## src/rtl/pcseq_pkg.sv

```systemverilog
package pcseq_pkg;
  localparam int PC_W_DEF = 10;

  typedef enum logic [2:0] {
    OP_STEP = 3'd0,
    OP_JUMP = 3'd1,
    OP_CALL = 3'd2,
    OP_RET  = 3'd3,
    OP_RETI = 3'd4,
    OP_IEW  = 3'd5
  } seq_op_e;
endpackage

```

## src/rtl/pcseq_irq_sync.sv

```systemverilog
module pcseq_irq_sync #(
  parameter int STAGES = 2
) (
  input  logic clk,
  input  logic rst,
  input  logic irq_in,
  input  logic ie_q,
  input  logic taken,
  output logic pend
);
  logic [STAGES-1:0] chain;
  logic              synced;

  generate
    if (STAGES == 1) begin : g_one
      always_ff @(posedge clk) begin
        if (rst) chain <= '0;
        else     chain <= irq_in;
      end
    end else begin : g_many
      always_ff @(posedge clk) begin
        if (rst) chain <= '0;
        else     chain <= {chain[STAGES-2:0], irq_in};
      end
    end
  endgenerate

  assign synced = chain[STAGES-1];

  // pending request: latched while enabled, dropped on entry or disable
  always_ff @(posedge clk) begin
    if (rst || taken) pend <= 1'b0;
    else              pend <= ie_q & (pend | synced);
  end
endmodule

```

## src/rtl/pcseq_next_sel.sv

```systemverilog
module pcseq_next_sel
  import pcseq_pkg::*;
#(
  parameter int AW = PC_W_DEF
) (
  input  logic          exec,
  input  logic [AW-1:0] pc,
  input  logic          ie_q,
  input  logic          irq_pend,
  input  logic [2:0]    op,
  input  logic          is_cond,
  input  logic          cond_met,
  input  logic          op_arg,
  input  logic [AW-1:0] target,
  input  logic [AW-1:0] pop_addr,
  output logic [AW-1:0] pc_nxt,
  output logic          ie_nxt,
  output logic          push_o,
  output logic [AW-1:0] push_addr_o,
  output logic          pop_o,
  output logic          entry_o
);
  localparam logic [AW-1:0] VEC = '1;

  function automatic logic [AW-1:0] f_step(input logic [AW-1:0] a);
    return a + AW'(1);
  endfunction

  function automatic logic f_go(input logic cond, input logic met);
    return !cond || met;
  endfunction

  logic go;

  always_comb begin
    go          = f_go(is_cond, cond_met);
    entry_o     = exec & irq_pend & ie_q;
    pc_nxt      = pc;
    ie_nxt      = ie_q;
    push_o      = 1'b0;
    push_addr_o = f_step(pc);
    pop_o       = 1'b0;
    if (exec) begin
      if (entry_o) begin
        pc_nxt      = VEC;
        ie_nxt      = 1'b0;
        push_o      = 1'b1;
        push_addr_o = pc;
      end else begin
        pc_nxt = f_step(pc);
        case (op)
          OP_JUMP: if (go) pc_nxt = target;
          OP_CALL: if (go) begin
            pc_nxt = target;
            push_o = 1'b1;
          end
          OP_RET: if (go) begin
            pc_nxt = pop_addr;
            pop_o  = 1'b1;
          end
          OP_RETI: begin
            pc_nxt = pop_addr;
            pop_o  = 1'b1;
            ie_nxt = op_arg;
          end
          OP_IEW:  ie_nxt = op_arg;
          default: pc_nxt = f_step(pc);
        endcase
      end
    end
  end
endmodule

```

## src/rtl/pcseq_state.sv

```systemverilog
module pcseq_state #(
  parameter int AW = 10
) (
  input  logic          clk,
  input  logic          rst,
  input  logic [AW-1:0] pc_nxt,
  input  logic          ie_nxt,
  output logic [AW-1:0] pc_q,
  output logic          ie_q,
  output logic          phase_q
);
  always_ff @(posedge clk) begin
    if (rst) begin
      pc_q    <= '0;
      ie_q    <= 1'b0;
      phase_q <= 1'b0;
    end else begin
      pc_q    <= pc_nxt;
      ie_q    <= ie_nxt;
      phase_q <= ~phase_q;
    end
  end
endmodule

```

## src/rtl/pcseq_top.sv

```systemverilog
module pcseq_top
  import pcseq_pkg::*;
#(
  parameter int AW          = PC_W_DEF,
  parameter int SYNC_STAGES = 2
) (
  input  logic          clk,
  input  logic          rst,
  input  logic [2:0]    op,
  input  logic          is_cond,
  input  logic          cond_met,
  input  logic          op_arg,
  input  logic [AW-1:0] target,
  input  logic          irq,
  input  logic [AW-1:0] pop_addr,
  output logic [AW-1:0] fetch_addr,
  output logic          exec_phase,
  output logic          push_req,
  output logic [AW-1:0] push_addr,
  output logic          pop_req,
  output logic          int_en,
  output logic          stack_flush
);
  logic [AW-1:0] pc_q, pc_nxt;
  logic          ie_q, ie_nxt, phase_q;
  logic          irq_pend;
  logic          irq_entry;

  pcseq_irq_sync #(.STAGES(SYNC_STAGES)) u_sync (
    .clk(clk), .rst(rst), .irq_in(irq), .ie_q(ie_q),
    .taken(irq_entry), .pend(irq_pend)
  );

  pcseq_next_sel #(.AW(AW)) u_sel (
    .exec(phase_q), .pc(pc_q), .ie_q(ie_q), .irq_pend(irq_pend),
    .op(op), .is_cond(is_cond), .cond_met(cond_met), .op_arg(op_arg),
    .target(target), .pop_addr(pop_addr),
    .pc_nxt(pc_nxt), .ie_nxt(ie_nxt), .push_o(push_req),
    .push_addr_o(push_addr), .pop_o(pop_req), .entry_o(irq_entry)
  );

  pcseq_state #(.AW(AW)) u_state (
    .clk(clk), .rst(rst), .pc_nxt(pc_nxt), .ie_nxt(ie_nxt),
    .pc_q(pc_q), .ie_q(ie_q), .phase_q(phase_q)
  );

  assign fetch_addr  = pc_q;
  assign exec_phase  = phase_q;
  assign int_en      = ie_q;
  assign stack_flush = rst;
endmodule

```

## config.mk

```make
export PLATFORM = sky130hd
export DESIGN_NAME = pcseq_top
export DESIGN_NICKNAME = d
export VERILOG_FILES = /design/src/rtl/pcseq_pkg.sv /design/src/rtl/pcseq_irq_sync.sv /design/src/rtl/pcseq_next_sel.sv /design/src/rtl/pcseq_state.sv /design/src/rtl/pcseq_top.sv
export SDC_FILE = /design/constraint.sdc
export NUM_CORES = 1
export LEC_CHECK = 0
export BUFFER_PORTS_ARGS = -buffer_cell sky130_fd_sc_hd__buf_2
export CAP_MARGIN = 20
export CORE_UTILIZATION = 49
export DETAILED_ROUTE_END_ITERATION = 10
export PLACE_DENSITY_LB_ADDON = 0.25
export SLEW_MARGIN = 20
export SYNTH_ARGS = -nofsm -noshare
export SYNTH_HDL_FRONTEND = slang
export SYNTH_HIERARCHICAL = 1
export SYNTH_SLANG_ARGS = --single-unit
```

## constraint.sdc

```tcl
create_clock -name clk -period 6.06 [get_ports clk]
set_input_delay 1.818 -clock clk [delete_from_list [all_inputs] [get_ports clk]]
set_output_delay 1.818 -clock clk [all_outputs]
set_load 0.01 [all_outputs]
```

==> results.txt <==
In this run the critical register-to-register path is captured at u_state/pc_q[7]. In the synthesized netlist the dominant register cell turns out to be sky130_fd_sc_hd__dfxtp_1. The critical path starts at is_cond. The final weighted congestion of routability-driven global placement is 0.836. In the routed design, unresolved DRC markers number 0. In this run the number of H-tree levels came out at 1.

TritonCTS built the clock tree. The aggregate global routing overflow is 0. In the global route stage, met2 resource usage came out at 0.387. Of all nets on the critical path, the largest fanout is 12. Sorting the synthesized cells by how often they occur yields 21 x sky130_fd_sc_hd__nand2_1, 15 x sky130_fd_sc_hd__dfxtp_1, 15 x sky130_fd_sc_hd__nor2_1. In this run the tightest slew margin relative to its limit is 0.494. The total via count in the routed design came out at 1424. The layer flagged by global routing as most heavily used is met2. The area of all placed cells without fillers is 1660 µm². The final number of hold-violating endpoints is 0. The timing-limited maximum frequency came out at 204 MHz. The leading area contributor after synthesis is sky130_fd_sc_hd__dfxtp_1. The sequential-to-total area share from yosys stat is 0.214. The maximum VDD drop came out at 0.124 mV. The placed instance area is 1630 µm². The count of pins over their slew limit came to 0. In this run the worst setup path terminates at pop_req. Setup repair after global routing left no endpoint under its margin. The type of the setup path with the least slack is in -> out. The count of state elements after synthesis came out at 15.

The mean cell area of the mapped netlist came out at 8.24 µm². The number of enable-type register cells in the synthesized netlist came out at 0. The critical path required time is 4.24 ns.

The arrival time at the worst endpoint is 3.08 ns. The cts-stage hold buffer count is 0. Synthesis produced 170 cells.

The number of cells upsized or downsized after cts is 0. In the finished design, the share of the clock period the worst path needs comes to 0.808. The depth of the worst register-to-register path is 5. Adding up every negative setup slack in the final design gives 0 ns. The core region area came out at 2730 µm². In the global route stage, met1 resource usage came out at 0.314.

Clock-pin slew was measured on the worst setup and hold paths at 0.11 ns. Summed over all nets, the half-perimeter wirelength after detailed placement is 2.68 mm. For this design the static power due to leakage is 0.703 nW. The site row count is 19. The initial antenna violation count came out at 0. The number of distinct standard cells referenced by the synthesized netlist came out at 49. The worst setup path is launched from an input pin. Of all flip-flops after synthesis, the portion carrying an async set or reset was 0. For the worst-skew pair, the clock arrives at the later sink with an insertion delay of 0.29 ns. The met3 routing resource usage after global routing came out at 0.0539. The first-pass GRT wire length came out at 5.82 mm. The share of final-layout standard cells stronger than drive strength 1 came out at 0.372. The total of warnings raised by yosys is 6. The startpoint of the most critical register-to-register path is u_state/phase_q. The chip width is 55.5 µm.

Setup violations remaining at the end of the flow were counted as 0. By area the synthesized netlist is led by sky130_fd_sc_hd__dfxtp_1 21%, sky130_fd_sc_hd__xnor2_1 6.3%, sky130_fd_sc_hd__nand2_1 5.6%. On the final layout, the worst clock skew is 0.00911 ns. The I/O pin count came out at 54.

The internal reg-to-reg setup slack came out at 3.73 ns. The kind of end point of the critical path is an output pin. The cell count of the worst hold path came out at 1. The number of sinks driven by the clock tree came out at 15. The diode insertion count for antenna repair came out at 0. The total of buffers placed on input and output ports came out at 53. The starting density of the core came out at 0.513.

After detailed routing, the number of vias per cell comes to 5.79. The pre-antenna-repair detailed-routing pass consisted of 4 iterations. The clock buffer count from CTS came out at 3. The worst hold path belongs to the class reg -> reg. The largest net degree at the start of global routing came out at 25. The run finished with clean final reports. The power density normalized to cell area is 164 nW/µm². Summing every instance area after synthesis gives 1400 µm².

The number of setup buffers added after CTS is 0. The slew at the pin closest to its max-slew limit came out at 0.758 ns. The combined global-route utilization of all metal layers is 0.232.

The minimum clock period after layout is 4.90 ns. The area of the die is 3080 µm². The final layout contains routed wiring with a total length of 3.55 mm. The buffer cell driving the clock tree root is sky130_fd_sc_hd__clkbuf_4.

The count of nets left with antenna violations after detail routing is 0. The total number of nets in the final design is 246. The layout-stage area growth over the synthesis result is 18.2%.

The number of global-route vias before repair came to 1305. Dividing the detail-routed wire length by the instance count gives 14.4 µm. The area fraction of the dominant cell type after synthesis is 0.214.

The max capacitance violation total is 0. The buffer depth of the longest clock path came out at 2. The synthesized netlist net count is 200. The first routing iteration left 44 violations. The die is 55.5 µm tall. Yosys instantiated no cell more often than sky130_fd_sc_hd__nand2_1.
state kept, by name (all words and copies together) (netlist names):
| name | flops |
|---|---|
| u_state/ie_q | 1 |
| u_state/pc_q | 10 |
| u_state/phase_q | 1 |
| u_sync/chain | 2 |
| u_sync/pend | 1 |
area by class of cell:
| cell class | instances | area (µm²) |
|---|---|---|
| clock buffers | 3 | 22.5 |
| fillers | 251 | 1080 |
| multi-input cells | 136 | 998 |
| clock inverters | 1 | 5.00 |
| repair buffers | 53 | 265 |
| flip-flops and latches | 15 | 300 |
| well taps | 31 | 38.8 |
| inverters | 7 | 26.3 |
cells by family (layout without fill, tap and decap cells):
kind of cell,Yosys count,after routing,synth area share
buffers and inverters,19,64,0.0732
adders and majority gates,2,2,0.0161
and+or+nand+nor,72,72,0.330
DFF,15,15,0.214
xor gates and xnor gates,14,14,0.101
AOI/OAI and AO/OA,48,48,0.265
through the flow:
step	hold slack (ns)	util	setup WS, ns	std cells	power [W]
global route	0.478	0.606	1.09	246	0.000291
global placement	0.434	0.596	1.23	242	0.000210
finish	0.467	0.606	1.16	246	0.000272
detailed placement	0.441	0.596	1.20	242	0.000213
CTS	0.469	0.606	1.19	246	0.000275
floorplan	0.428	-	1.51	170	0.000184
power by group:
part	leakage (nW)	total [W]	switching (W)	internal (W)
Clock	0.0177	0.0000609	0.0000364	0.0000245
Combinational	0.562	0.0000915	0.0000459	0.0000456
Sequential	0.124	0.000119	0.0000138	0.000105
metal layers:
layer  share of wire  routed length (µm)  up-vias
li1                -                   -      702
met1            0.46                1620      665
met2            0.47                1670       55
met3           0.071                 252        2
met4         0.00056                   2        0
met5               0                   0        -
how the worst min path moves through the flow:
stage / from / endpoint / slack [ns]
6_report: u_sync/chain[0] / u_sync/chain[1] / 0.47
5_1_grt: u_sync/chain[0] / u_sync/chain[1] / 0.48
4_1_cts: u_sync/chain[0] / u_sync/chain[1] / 0.47
3_5_place_dp: u_sync/chain[0] / u_sync/chain[1] / 0.44
3_3_place_gp: u_sync/chain[0] / u_sync/chain[1] / 0.43
2_1_floorplan: u_sync/chain[0] / u_sync/chain[1] / 0.43
critical path, stage by stage:
cell and delay [ns]:
sky130_fd_sc_hd__buf_2 0.10, sky130_fd_sc_hd__and2b_1 0.34, sky130_fd_sc_hd__o32ai_4 0.49, sky130_fd_sc_hd__nor2b_1 0.18, sky130_fd_sc_hd__buf_2 0.14
cell usage in the layout (no fill, tap or decap), types with 3 or more instances in the layout:
cell / netlist / layout
sky130_fd_sc_hd__and2b_2: 4 / 4
sky130_fd_sc_hd__nor2b_2: 7 / 7
sky130_fd_sc_hd__xnor2_1: 10 / 10
sky130_fd_sc_hd__o21ai_0: 9 / 9
sky130_fd_sc_hd__clkbuf_4: 0 / 3
sky130_fd_sc_hd__a21boi_0: 4 / 4
sky130_fd_sc_hd__inv_1: 7 / 7
sky130_fd_sc_hd__dfxtp_1: 15 / 15
sky130_fd_sc_hd__nand2_1: 21 / 21
sky130_fd_sc_hd__buf_2: 4 / 53
sky130_fd_sc_hd__nor2_1: 15 / 15
sky130_fd_sc_hd__a31oi_1: 4 / 4
sky130_fd_sc_hd__nand3_1: 4 / 4
sky130_fd_sc_hd__a21oi_1: 5 / 5
sky130_fd_sc_hd__a221oi_1: 5 / 5
sky130_fd_sc_hd__a221o_1: 6 / 6
sky130_fd_sc_hd__xor2_1: 3 / 3
Note: power is estimated with default switching activity, not from simulation.
